[src/rtl/abus_pkg.sv]
package abus_pkg;

   typedef enum logic [2:0] {
      ST_RESET = 3'd0,
      ST_IDLE  = 3'd1,
      ST_ADDR  = 3'd2,
      ST_STRB  = 3'd3,
      ST_WAIT  = 3'd4,
      ST_DONE  = 3'd5
   } bstate_e;

   localparam logic [1:0] TT_NORM = 2'b00;
   localparam logic [1:0] TT_IACK = 2'b11;

   localparam logic [1:0] SZ_LONG = 2'b00;
   localparam logic [1:0] SZ_BYTE = 2'b01;

   localparam logic [2:0] FC_IACK = 3'b111;
   localparam logic [2:0] FC_NONE = 3'b000;

   // attributes of one processor transfer, captured on its start strobe
   typedef struct packed {
      logic       rd;
      logic [1:0] tt;
      logic [1:0] siz;
      logic       sup;
      logic       inst;
      logic       a0;
   } xfer_t;

   function automatic logic [2:0] fc_of(input logic [1:0] tt, input logic sup,
                                        input logic inst);
      logic [2:0] code;
      if (tt == TT_IACK)      code = FC_IACK;
      else if (tt == TT_NORM) code = {sup, inst, ~inst};
      else                    code = FC_NONE;
      return code;
   endfunction

endpackage

[src/rtl/abus_seq.sv]
module abus_seq
   import abus_pkg::*;
#(
   parameter int LVL_W      = 3,
   parameter bit SPLIT_LONG = 1'b1
) (
   input  logic             clk,
   input  logic             rst_n,
   input  logic             ts_i,
   input  logic             halt_i,
   input  logic             dtack_i,
   input  logic             avec_i,
   input  logic             rd_i,
   input  logic [1:0]       tt_i,
   input  logic [1:0]       siz_i,
   input  logic             sup_i,
   input  logic             inst_i,
   input  logic             a0_i,
   input  logic [LVL_W-1:0] lvl_i,
   output logic             half_o,
   output logic             q_rd_o,
   output logic [1:0]       q_tt_o,
   output logic             q_sup_o,
   output logic             q_inst_o,
   output logic             q_byte_o,
   output logic             q_a0_o,
   output logic [LVL_W-1:0] q_lvl_o,
   output logic             as_ph_o,
   output logic             ds_ph_o,
   output logic             ta_o
);

   bstate_e          st, st_nx;
   xfer_t            req;
   logic [LVL_W-1:0] lvl_q;
   logic             pend;
   logic             half;
   logic             two_half;
   logic             last;
   logic             is_iack;
   logic             start;
   logic             ended;

   assign is_iack = (req.tt == TT_IACK);

   generate
      if (SPLIT_LONG) begin : g_split
         assign two_half = (req.siz == SZ_LONG) && !is_iack;
      end else begin : g_single
         assign two_half = 1'b0;
      end
   endgenerate

   assign last  = !two_half || half;
   assign start = (st == ST_IDLE) && (ts_i || pend) && !halt_i;
   assign ended = dtack_i || (is_iack && avec_i);

   always_comb begin
      st_nx = st;
      unique case (st)
         ST_RESET: st_nx = ST_IDLE;
         ST_IDLE:  if (start) st_nx = ST_ADDR;
         ST_ADDR:  st_nx = ST_STRB;
         ST_STRB:  st_nx = ST_WAIT;
         ST_WAIT:  if (ended) st_nx = ST_DONE;
         ST_DONE:  st_nx = last ? ST_IDLE : ST_ADDR;
         default:  st_nx = ST_IDLE;
      endcase
   end

   always_ff @(posedge clk) begin
      if (!rst_n) begin
         st    <= ST_RESET;
         req   <= '0;
         lvl_q <= '0;
         pend  <= 1'b0;
         half  <= 1'b0;
      end else begin
         st <= st_nx;
         if (ts_i) begin
            req   <= '{rd: rd_i, tt: tt_i, siz: siz_i, sup: sup_i, inst: inst_i, a0: a0_i};
            lvl_q <= lvl_i;
         end
         if (start)     pend <= 1'b0;
         else if (ts_i) pend <= 1'b1;
         if (st == ST_DONE) half <= !last;
      end
   end

   assign as_ph_o  = (st == ST_ADDR) || (st == ST_STRB) || (st == ST_WAIT);
   assign ds_ph_o  = as_ph_o && (req.rd || (st != ST_ADDR));
   assign ta_o     = (st == ST_DONE) && last;
   assign half_o   = half;
   assign q_rd_o   = req.rd;
   assign q_tt_o   = req.tt;
   assign q_sup_o  = req.sup;
   assign q_inst_o = req.inst;
   assign q_byte_o = (req.siz == SZ_BYTE);
   assign q_a0_o   = req.a0;
   assign q_lvl_o  = lvl_q;

   // an accepted start opens the address phase on the next edge
   a_r2_start: assert property (@(posedge clk) disable iff (!rst_n)
      (st == ST_IDLE && ts_i && !halt_i) |=> (st == ST_ADDR));
   // no answer keeps the wait state
   a_r3_wait_hold: assert property (@(posedge clk) disable iff (!rst_n)
      (st == ST_WAIT && !dtack_i && !(is_iack && avec_i)) |=> (st == ST_WAIT));
   // autovector answer closes an interrupt acknowledge
   a_r4_autovec: assert property (@(posedge clk) disable iff (!rst_n)
      (st == ST_WAIT && is_iack && avec_i) |=> (st == ST_DONE));
   // acknowledge to the processor is a single clock
   a_r5_ta_pulse: assert property (@(posedge clk) disable iff (!rst_n)
      ta_o |=> !ta_o);
   // the first half of a longword chains straight into the second
   a_r6_second_half: assert property (@(posedge clk) disable iff (!rst_n)
      (st == ST_DONE && !last) |=> (st == ST_ADDR && half));
   // halt keeps the controller idle
   a_r10_halt_idle: assert property (@(posedge clk) disable iff (!rst_n)
      (st == ST_IDLE && halt_i) |=> (st == ST_IDLE));

endmodule

[src/rtl/abus_lanes.sv]
module abus_lanes
   import abus_pkg::*;
(
   input  logic       clk,
   input  logic       rst_n,
   input  logic       as_i,
   input  logic       ds_i,
   input  logic       byte_i,
   input  logic       a0_i,
   input  logic       half_i,
   input  logic       sup_i,
   input  logic       inst_i,
   input  logic [1:0] tt_i,
   output logic       uds_o,
   output logic       lds_o,
   output logic       a1_o,
   output logic [2:0] fc_o
);

   logic even_sel, odd_sel;

   // byte access picks one lane by the low address bit, other sizes use both
   assign even_sel = !byte_i || !a0_i;
   assign odd_sel  = !byte_i ||  a0_i;

   assign uds_o = ds_i && even_sel;
   assign lds_o = ds_i && odd_sel;
   assign a1_o  = as_i && half_i;
   assign fc_o  = as_i ? fc_of(tt_i, sup_i, inst_i) : FC_NONE;

   // data strobes only inside an address strobe
   a_r7_strobe_in_as: assert property (@(posedge clk) disable iff (!rst_n)
      (uds_o || lds_o) |-> as_i);
   // a byte never drives both lanes
   a_r7_byte_one_lane: assert property (@(posedge clk) disable iff (!rst_n)
      byte_i |-> !(uds_o && lds_o));
   // write strobes never lead the address strobe
   a_r12_ds_after_as: assert property (@(posedge clk) disable iff (!rst_n)
      $rose(uds_o || lds_o) |-> as_i);

endmodule

[src/rtl/abus_xcvr.sv]
module abus_xcvr #(
   parameter int LVL_W = 3
) (
   input  logic             clk,
   input  logic             rst_n,
   input  logic             as_i,
   input  logic             rd_i,
   input  logic             byte_i,
   input  logic             iack_i,
   input  logic             own_i,
   input  logic             halt_i,
   input  logic [LVL_W-1:0] lvl_i,
   output logic             ae_norm_o,
   output logic             ae_iack_o,
   output logic [LVL_W-1:0] lvl_o,
   output logic             oe_rd16_o,
   output logic             oe_rd8_o,
   output logic             oe_wr16_o,
   output logic             oe_wr8_o
);

   localparam int N_OE = 4;

   logic            gate;
   logic [N_OE-1:0] oe_vec;

   assign gate = own_i && !halt_i && as_i;

   // index bit 1 = read, bit 0 = byte
   generate
      for (genvar i = 0; i < N_OE; i++) begin : g_oe
         localparam bit IS_RD   = (i / 2) == 1;
         localparam bit IS_BYTE = (i % 2) == 1;
         assign oe_vec[i] = gate && (rd_i == IS_RD) && (byte_i == IS_BYTE);
      end
   endgenerate

   assign oe_wr16_o = oe_vec[0];
   assign oe_wr8_o  = oe_vec[1];
   assign oe_rd16_o = oe_vec[2];
   assign oe_rd8_o  = oe_vec[3];

   assign ae_norm_o = as_i && !iack_i;
   assign ae_iack_o = as_i &&  iack_i;
   assign lvl_o     = ae_iack_o ? lvl_i : '0;

   // the two address paths are exclusive
   a_r8_ae_excl: assert property (@(posedge clk) disable iff (!rst_n)
      $onehot0({ae_norm_o, ae_iack_o}));
   // level lines quiet off the interrupt path
   a_r8_lvl_quiet: assert property (@(posedge clk) disable iff (!rst_n)
      !ae_iack_o |-> (lvl_o == '0));
   // at most one transceiver direction and width at a time
   a_r9_oe_onehot: assert property (@(posedge clk) disable iff (!rst_n)
      $onehot0(oe_vec));
   // halt removes every transceiver enable
   a_r9_halt_kill: assert property (@(posedge clk) disable iff (!rst_n)
      halt_i |-> (oe_vec == '0));

endmodule

[src/rtl/abus_bridge.sv]
module abus_bridge
   import abus_pkg::*;
#(
   parameter int LVL_W      = 3,
   parameter bit SPLIT_LONG = 1'b1
) (
   input  logic             clk,
   input  logic             rst_n,
   input  logic             cpu_ts,
   input  logic             cpu_rd,
   input  logic [1:0]       cpu_tt,
   input  logic [1:0]       cpu_siz,
   input  logic             cpu_a0,
   input  logic             cpu_sup,
   input  logic             cpu_inst,
   input  logic [LVL_W-1:0] cpu_lvl,
   input  logic             cpu_own,
   input  logic             cpu_halt,
   input  logic             leg_dtack,
   input  logic             leg_avec,
   output logic             cpu_ta,
   output logic             leg_as,
   output logic             leg_uds,
   output logic             leg_lds,
   output logic [2:0]       leg_fc,
   output logic             leg_a1,
   output logic             ae_norm,
   output logic             ae_iack,
   output logic [LVL_W-1:0] leg_lvl,
   output logic             oe_rd16,
   output logic             oe_rd8,
   output logic             oe_wr16,
   output logic             oe_wr8
);

   generate
      if (LVL_W < 1 || LVL_W > 8) begin : g_bad_lvl
         $error("abus_bridge: LVL_W must lie in 1..8");
      end
   endgenerate

   logic             half, q_rd, q_sup, q_inst, q_byte, q_a0;
   logic [1:0]       q_tt;
   logic [LVL_W-1:0] q_lvl;
   logic             as_ph, ds_ph;

   abus_seq #(.LVL_W(LVL_W), .SPLIT_LONG(SPLIT_LONG)) u_seq (
      .clk      (clk),
      .rst_n    (rst_n),
      .ts_i     (cpu_ts),
      .halt_i   (cpu_halt),
      .dtack_i  (leg_dtack),
      .avec_i   (leg_avec),
      .rd_i     (cpu_rd),
      .tt_i     (cpu_tt),
      .siz_i    (cpu_siz),
      .sup_i    (cpu_sup),
      .inst_i   (cpu_inst),
      .a0_i     (cpu_a0),
      .lvl_i    (cpu_lvl),
      .half_o   (half),
      .q_rd_o   (q_rd),
      .q_tt_o   (q_tt),
      .q_sup_o  (q_sup),
      .q_inst_o (q_inst),
      .q_byte_o (q_byte),
      .q_a0_o   (q_a0),
      .q_lvl_o  (q_lvl),
      .as_ph_o  (as_ph),
      .ds_ph_o  (ds_ph),
      .ta_o     (cpu_ta)
   );

   abus_lanes u_lanes (
      .clk    (clk),
      .rst_n  (rst_n),
      .as_i   (as_ph),
      .ds_i   (ds_ph),
      .byte_i (q_byte),
      .a0_i   (q_a0),
      .half_i (half),
      .sup_i  (q_sup),
      .inst_i (q_inst),
      .tt_i   (q_tt),
      .uds_o  (leg_uds),
      .lds_o  (leg_lds),
      .a1_o   (leg_a1),
      .fc_o   (leg_fc)
   );

   abus_xcvr #(.LVL_W(LVL_W)) u_xcvr (
      .clk       (clk),
      .rst_n     (rst_n),
      .as_i      (as_ph),
      .rd_i      (q_rd),
      .byte_i    (q_byte),
      .iack_i    (q_tt == TT_IACK),
      .own_i     (cpu_own),
      .halt_i    (cpu_halt),
      .lvl_i     (q_lvl),
      .ae_norm_o (ae_norm),
      .ae_iack_o (ae_iack),
      .lvl_o     (leg_lvl),
      .oe_rd16_o (oe_rd16),
      .oe_rd8_o  (oe_rd8),
      .oe_wr16_o (oe_wr16),
      .oe_wr8_o  (oe_wr8)
   );

   assign leg_as = as_ph;

   // the processor is answered only after the strobe has closed
   a_r5_ta_as_low: assert property (@(posedge clk) disable iff (!rst_n)
      cpu_ta |-> !leg_as);

endmodule

[config.mk]
export PLATFORM = sky130hd
export DESIGN_NAME = abus_bridge
export DESIGN_NICKNAME = d
export VERILOG_FILES = /design/src/rtl/abus_pkg.sv /design/src/rtl/abus_seq.sv /design/src/rtl/abus_lanes.sv /design/src/rtl/abus_xcvr.sv /design/src/rtl/abus_bridge.sv
export SDC_FILE = /design/constraint.sdc
export NUM_CORES = 1
export LEC_CHECK = 0
export BUFFER_PORTS_ARGS = -buffer_cell sky130_fd_sc_hd__buf_2
export CAP_MARGIN = 25
export CORE_MARGIN = 10
export CORE_UTILIZATION = 25
export CTS_BUF_LIST = sky130_fd_sc_hd__clkbuf_2
export DETAILED_ROUTE_END_ITERATION = 12
export PLACE_DENSITY_LB_ADDON = 0.08
export SYNTH_ARGS = -nofsm -noshare
export SYNTH_HDL_FRONTEND = slang
export SYNTH_SLANG_ARGS = --single-unit
[constraint.sdc]
create_clock -name clk -period 1.6 [get_ports clk]
set_clock_uncertainty 0.2 [all_clocks]
set_input_delay 0.16 -clock clk [delete_from_list [all_inputs] [get_ports clk]]
set_output_delay 0.16 -clock clk [all_outputs]
set_load 0.02 [all_outputs]
* Yosys cells after proc, flatten, opt, wreduce, memory -nomap -nowiden *
Index checks and enable logic that the tools add are counted.

storage, ports and cells
  output and inout bits = 17
  register bits after elaboration = 16

cells by class
  reductions and logical operators = 37
  bitwise operators = 4
  muxes and demuxes = 8
  equality and inequality tests = 10

operators with widths
  operator                                                                  count
  1-bit logical AND                                                         19
  3-bit 2-to-1 mux                                                          6
  3-bit case mux with 5 select lines                                        1
  1-bit logical OR                                                          8
  3-bit by 2-bit equality test with 1-bit output (second input constant)    2
  3-bit equality test (second input constant)                               2
  1-bit logical NOT                                                         6
  2-bit logical NOT                                                         2
  2-bit by 1-bit inequality test with 1-bit output (second input constant)  2
  1-bit NOT                                                                 4
  3-bit by 1-bit equality test with 1-bit output (second input constant)    1
  3-bit by 2-bit inequality test with 1-bit output (second input constant)  1
  2-bit by 1-bit equality test with 1-bit output (second input constant)    1
  2-bit equality test (second input constant)                               1
  2-bit 2-to-1 mux                                                          1
  2-bit AND reduction                                                       1
  2-bit OR reduction                                                        1

* Longest topological paths before layout *
  depth in word-level cells = 7
  gate-level depth with buffers = 4

* Hierarchy *
A second synthesis with hierarchy kept.

second synthesis, totals
  cell total of the unflattened synthesis = 95
  area, all modules = 858.3 µm²

by module, submodules not included
  module       sequential area each (µm²)  area an instance (µm²)  cells an instance  times used
  abus_seq     320.3                       714.4                   70                 1
  abus_xcvr    0.0                         70.1                    12                 1
  abus_lanes   0.0                         67.6                    12                 1
  abus_bridge  0.0                         6.3                     1                  1

* Worst setup path before layout *
No wires, ideal clock.

  kind = reg-to-output
  from = reg u_seq.st[2]
  to = out oe_wr16
  stages on the path, launching flop included = 4
  arrival = 1.638 ns
  slack = -0.398 ns
  required time = 1.240 ns
  buffers on the path = 0
  cell sequence = dfxtp_1 > or3b_4 > and2_4 > nor4_1

between the ends
  longest elaborated chain between the ends = 6

ends and longest elaborated chain
  what                                            line               source
  from (decl)                                     abus_seq.sv:33     bstate_e st, st_nx;
  from (signal assigned)                          abus_seq.sv:79     st <= st_nx;
  3-bit by 2-bit equality test with 1-bit output  abus_seq.sv:90     assign as_ph_o = (st == ST_ADDR) || (st == ST_STRB) || (st == ST_WAIT);
  1-bit logical OR                                abus_seq.sv:90
  1-bit logical OR *                              abus_seq.sv:90
  1-bit logical AND *                             abus_xcvr.sv:27    assign gate = own_i && !halt_i && as_i;
  1-bit logical AND * (2 in series)               abus_xcvr.sv:34    assign oe_vec[i] = gate && (rd_i == IS_RD) && (byte_i == IS_BYTE);
  to (decl)                                       abus_bridge.sv:32  output logic oe_wr16,

Mark *: on every way between the ends. The rest lies on a longest branch, timed or not.

* Worst setup path in the final report *
  from = reg u_seq.st[1]
  to = out oe_wr16

Same word-level chain as after synthesis.

==> results.yml <==
detailed_routing:
  drtIter0Drc: 28
  vias_per_cell: 4.28
  drt_wl_total_mm: 2.76
  num_vias: 877
  route.detailed.drc: 0
  first_pass_iters: 4
  wl_per_cell_um: 13.5
  drtAntennaViolNets: 0
logic_synthesis:
  synth_top_area_share_pct: 37.0
  yosysWarnings: 0
  syn_inst: 94
  yosys.area.top_type: "dfxtp_1"
  synth-edff-count: 0
  synth_area_leaders: "dfxtp_1, mux2i_1, nor2b_1"
  yosys.cell_types.count: 30
  synth-seq-cells: 16
  synth.most_common_cell: "dfxtp_1"
  synth_common_cells: "dfxtp_1, nor2b_1, mux2i_1"
  synthesis.nets: 112
  ys_dominant_reg_cell: "dfxtp_1"
  seq_area_frac_synth_pct: 37.0
  async_flop_share_pct: 0
  avgSynthCellArea_sq_um: 9.21
  synth_area_sq_um: 866
place:
  place_area_sq_um: 1260
  dp.cells: 184
  dpl_worst_slack_ns: -0.142
  dp_hpwl_mm: 1.95
  gp_congestion: 0.721
  io_buffer_count: 34
critical_path:
  worstPathRequired_ns: 1.24
  crit_fanout: 6
  worstSetupStartpoint: "u_seq.st[1]"
  rr_startpoint: "u_seq.st[1]"
  cp.arrival_ns: 1.67
  cp_slowest_cell: "or3b_4"
  start_kind: "register"
  cp_cell_sequence: "or3b_4 > and2_4 > nor4_4 > buf_4"
  endpoint_kind: "primary output"
  cp_slowest_stage_delay_ns: 0.41
  r2r_cells: 4
  setup.worst_path.class: "register to primary output"
cts:
  cts_tree: "done"
  path_clk_slew_ns: 0.16
  clock-sinks: 16
  cts_buffers: 3
  htreeDepth: 1
  clk_path_buf_depth: 2
  root_buffer: "clkbuf_2"
  clkLatencyLatePin_ns: 0.30
global_route:
  first_global_vias: 919
  grt_start_max_net_pins: 16
  antenna_found_initial: 0
  grt_pass1_wl_mm: 4.34
  grt_use_total_pct: 8.55
  grt-ovfl-total: 0
floorplanning:
  die_area_sq_um: 6220
  die_x_um: 78.9
  rows: 21
  core_area_sq_um: 3340
  die_y_um: 78.9
  io_pins: 35
  start_util_pct: 25.9
final_layout:
  fin_cells: 205
  nets: 178
  syn2layout_area_growth_pct: 80.9
  n_antenna_cell: 0
  final_layout_size_suffix_gt1_share_pct: 49.1
  design_area_sq_um: 1570
outcome:
  status: "finished with violations"
  violations: "setup timing"
power_and_ir_drop:
  switchingPower_uw: 281
  power.total_uw: 898
  sequentialPowerShare_pct: 49.2
  combPwrFrac_pct: 29.0
  power_frac_clock_pct: 21.8
  switching_share_pct: 31.3
  max-vdd-ir-drop_uv: 302
  p_leak_nw: 0.710
  power.density_nw_per_um2: 573
  internal_power_uw: 616
sta:
  grt_setup_unrepaired: "true"
  period_minus_slack_ns: 2.03
  min_period_over_period_pct: 127
  relSlewSlack_pct: 69.2
  maxSlewViolCount: 0
  max_freq_ghz: 0.492
  finalHoldViolations: 0
  setup_viol: 18
  postLayoutSetupSlackWorst_ns: -0.433
  tightest_slew_ns: 0.461
min_path:
  worstHoldPathCells: 3
  hold_class: "input port to register"
  hp-start: "rst_n"
flow_run:
  drv_cap: 0
==> worst paths after layout <==
check | endpoint | slack (ns)
hold / removal | u_seq.st[1] | 0.008
setup / recovery | oe_wr16 | -0.43
hold reg to reg | u_seq.half_o | 0.34
setup reg to reg | u_seq.st[0] | -0.05
==> sequential cells by signal, summed over array words and instances, names as in the netlist <==
signal,flops
u_seq.st,3
u_seq.q_a0_o,1
u_seq.q_inst_o,1
u_seq.half_o,1
u_seq.q_sup_o,1
u_seq.q_lvl_o,3
u_seq.pend,1
u_seq.q_rd_o,1
u_seq.req,2
u_seq.q_tt_o,2
==> per-stage QoR <==
stage | hold slack (ns) | utilization, % | TNS [ns]
2_1_floorplan | 0.0811 | - | -0.654
3_3_place_gp | 0.219 | 37.7 | -0.533
3_5_place_dp | 0.227 | 37.7 | -0.783
4_1_cts | 0.00210 | 45.9 | -5.82
5_1_grt | 0.000108 | 46.9 | -7.19
6_report | 0.00774 | 46.9 | -5.76
==> layer usage <==
metal | global-route usage (%) | wire [um] | up-vias
li1 | - | - | 460
met1 | 10.3 | 1270 | 395
met2 | 13.6 | 1280 | 20
met3 | 2.93 | 190 | 2
met4 | 3.41 | 14 | 0
met5 | 0 | 0 | -
==> critical path, delay by kind of cell, from the launching register on <==
kind	cells	cell delay, ns
flops	1	0.36
buf+inv	1	0.18
simple gates	3	0.84
==> power groups by stage <==
| stage | sequential (mW) | combinational, mW | clock (mW) |
|---|---|---|---|
| finish | 0.442 | 0.260 | 0.196 |
| global route | 0.446 | 0.283 | 0.220 |
| CTS | 0.441 | 0.253 | 0.203 |
| detailed placement | 0.450 | 0.206 | 0 |
| global placement | 0.448 | 0.204 | 0 |
| floorplan | 0.451 | 0.129 | 0 |
==> layout by cell type (no fill, tap or decap) <==
master         Yosys  routed
o21a_1             1       1
buf_4              0      24
o21ai_0            2       2
o21ba_2            1       1
nor2_1             8       7
buf_2              1      17
clkbuf_2           0       3
a21oi_4            0       1
a31oi_1            1       1
dlygate4sd3_1      0      14
nor2b_1           13      13
and2_4             1       2
nand4b_1           1       1
nand2b_4           0       1
dfxtp_4            0       2
a21boi_0           2       2
dfxtp_1           16      11
o211ai_1           1       1
dfxtp_2            0       3
or3_1              1       1
a2111oi_4          0       1
a21oi_2            0       3
and3_1             1       1
o31ai_4            0       1
nor3_4             0       2
nor4_4             0       2
and2_2             0       1
nand2b_1           3       2
or3b_4             1       1
buf_6              1       9
mux2i_1           11      11
clkinv_1           0       1
nand2_1            6       6
a21oi_1            6       2
and3b_1            1       1
nand3b_1           2       2
nor3b_4            0       3
inv_1              1       1
nor2_4             0       1
==> repair_timing <==
item,4_1_cts,5_1_grt
endpoints found under the hold margin,13,0
cloned,1,0
pin swaps,3,3
resized for setup,29,8
buffers inserted,2,0
endpoints found under the setup margin,18,18
hold buffers,14,0
==> cells by family after synthesis <==
family | count (synthesis) | synth area share (%)
compound gates | 16 | 13.2
mux | 11 | 12.7
flops | 16 | 37.0
buf+inv | 5 | 3.18
simple gates | 46 | 34.0
==> layout make-up <==
cell class,count,area (sq um)
clock buffers,3,15.0
clock inverters,1,3.75
fillers,345,1770
inverters,1,3.75
multi-input cells,74,648
flip-flops and latches,16,332
well taps,46,57.6
repair buffers,64,507
No activity file was read; power rests on OpenSTA's default activity.
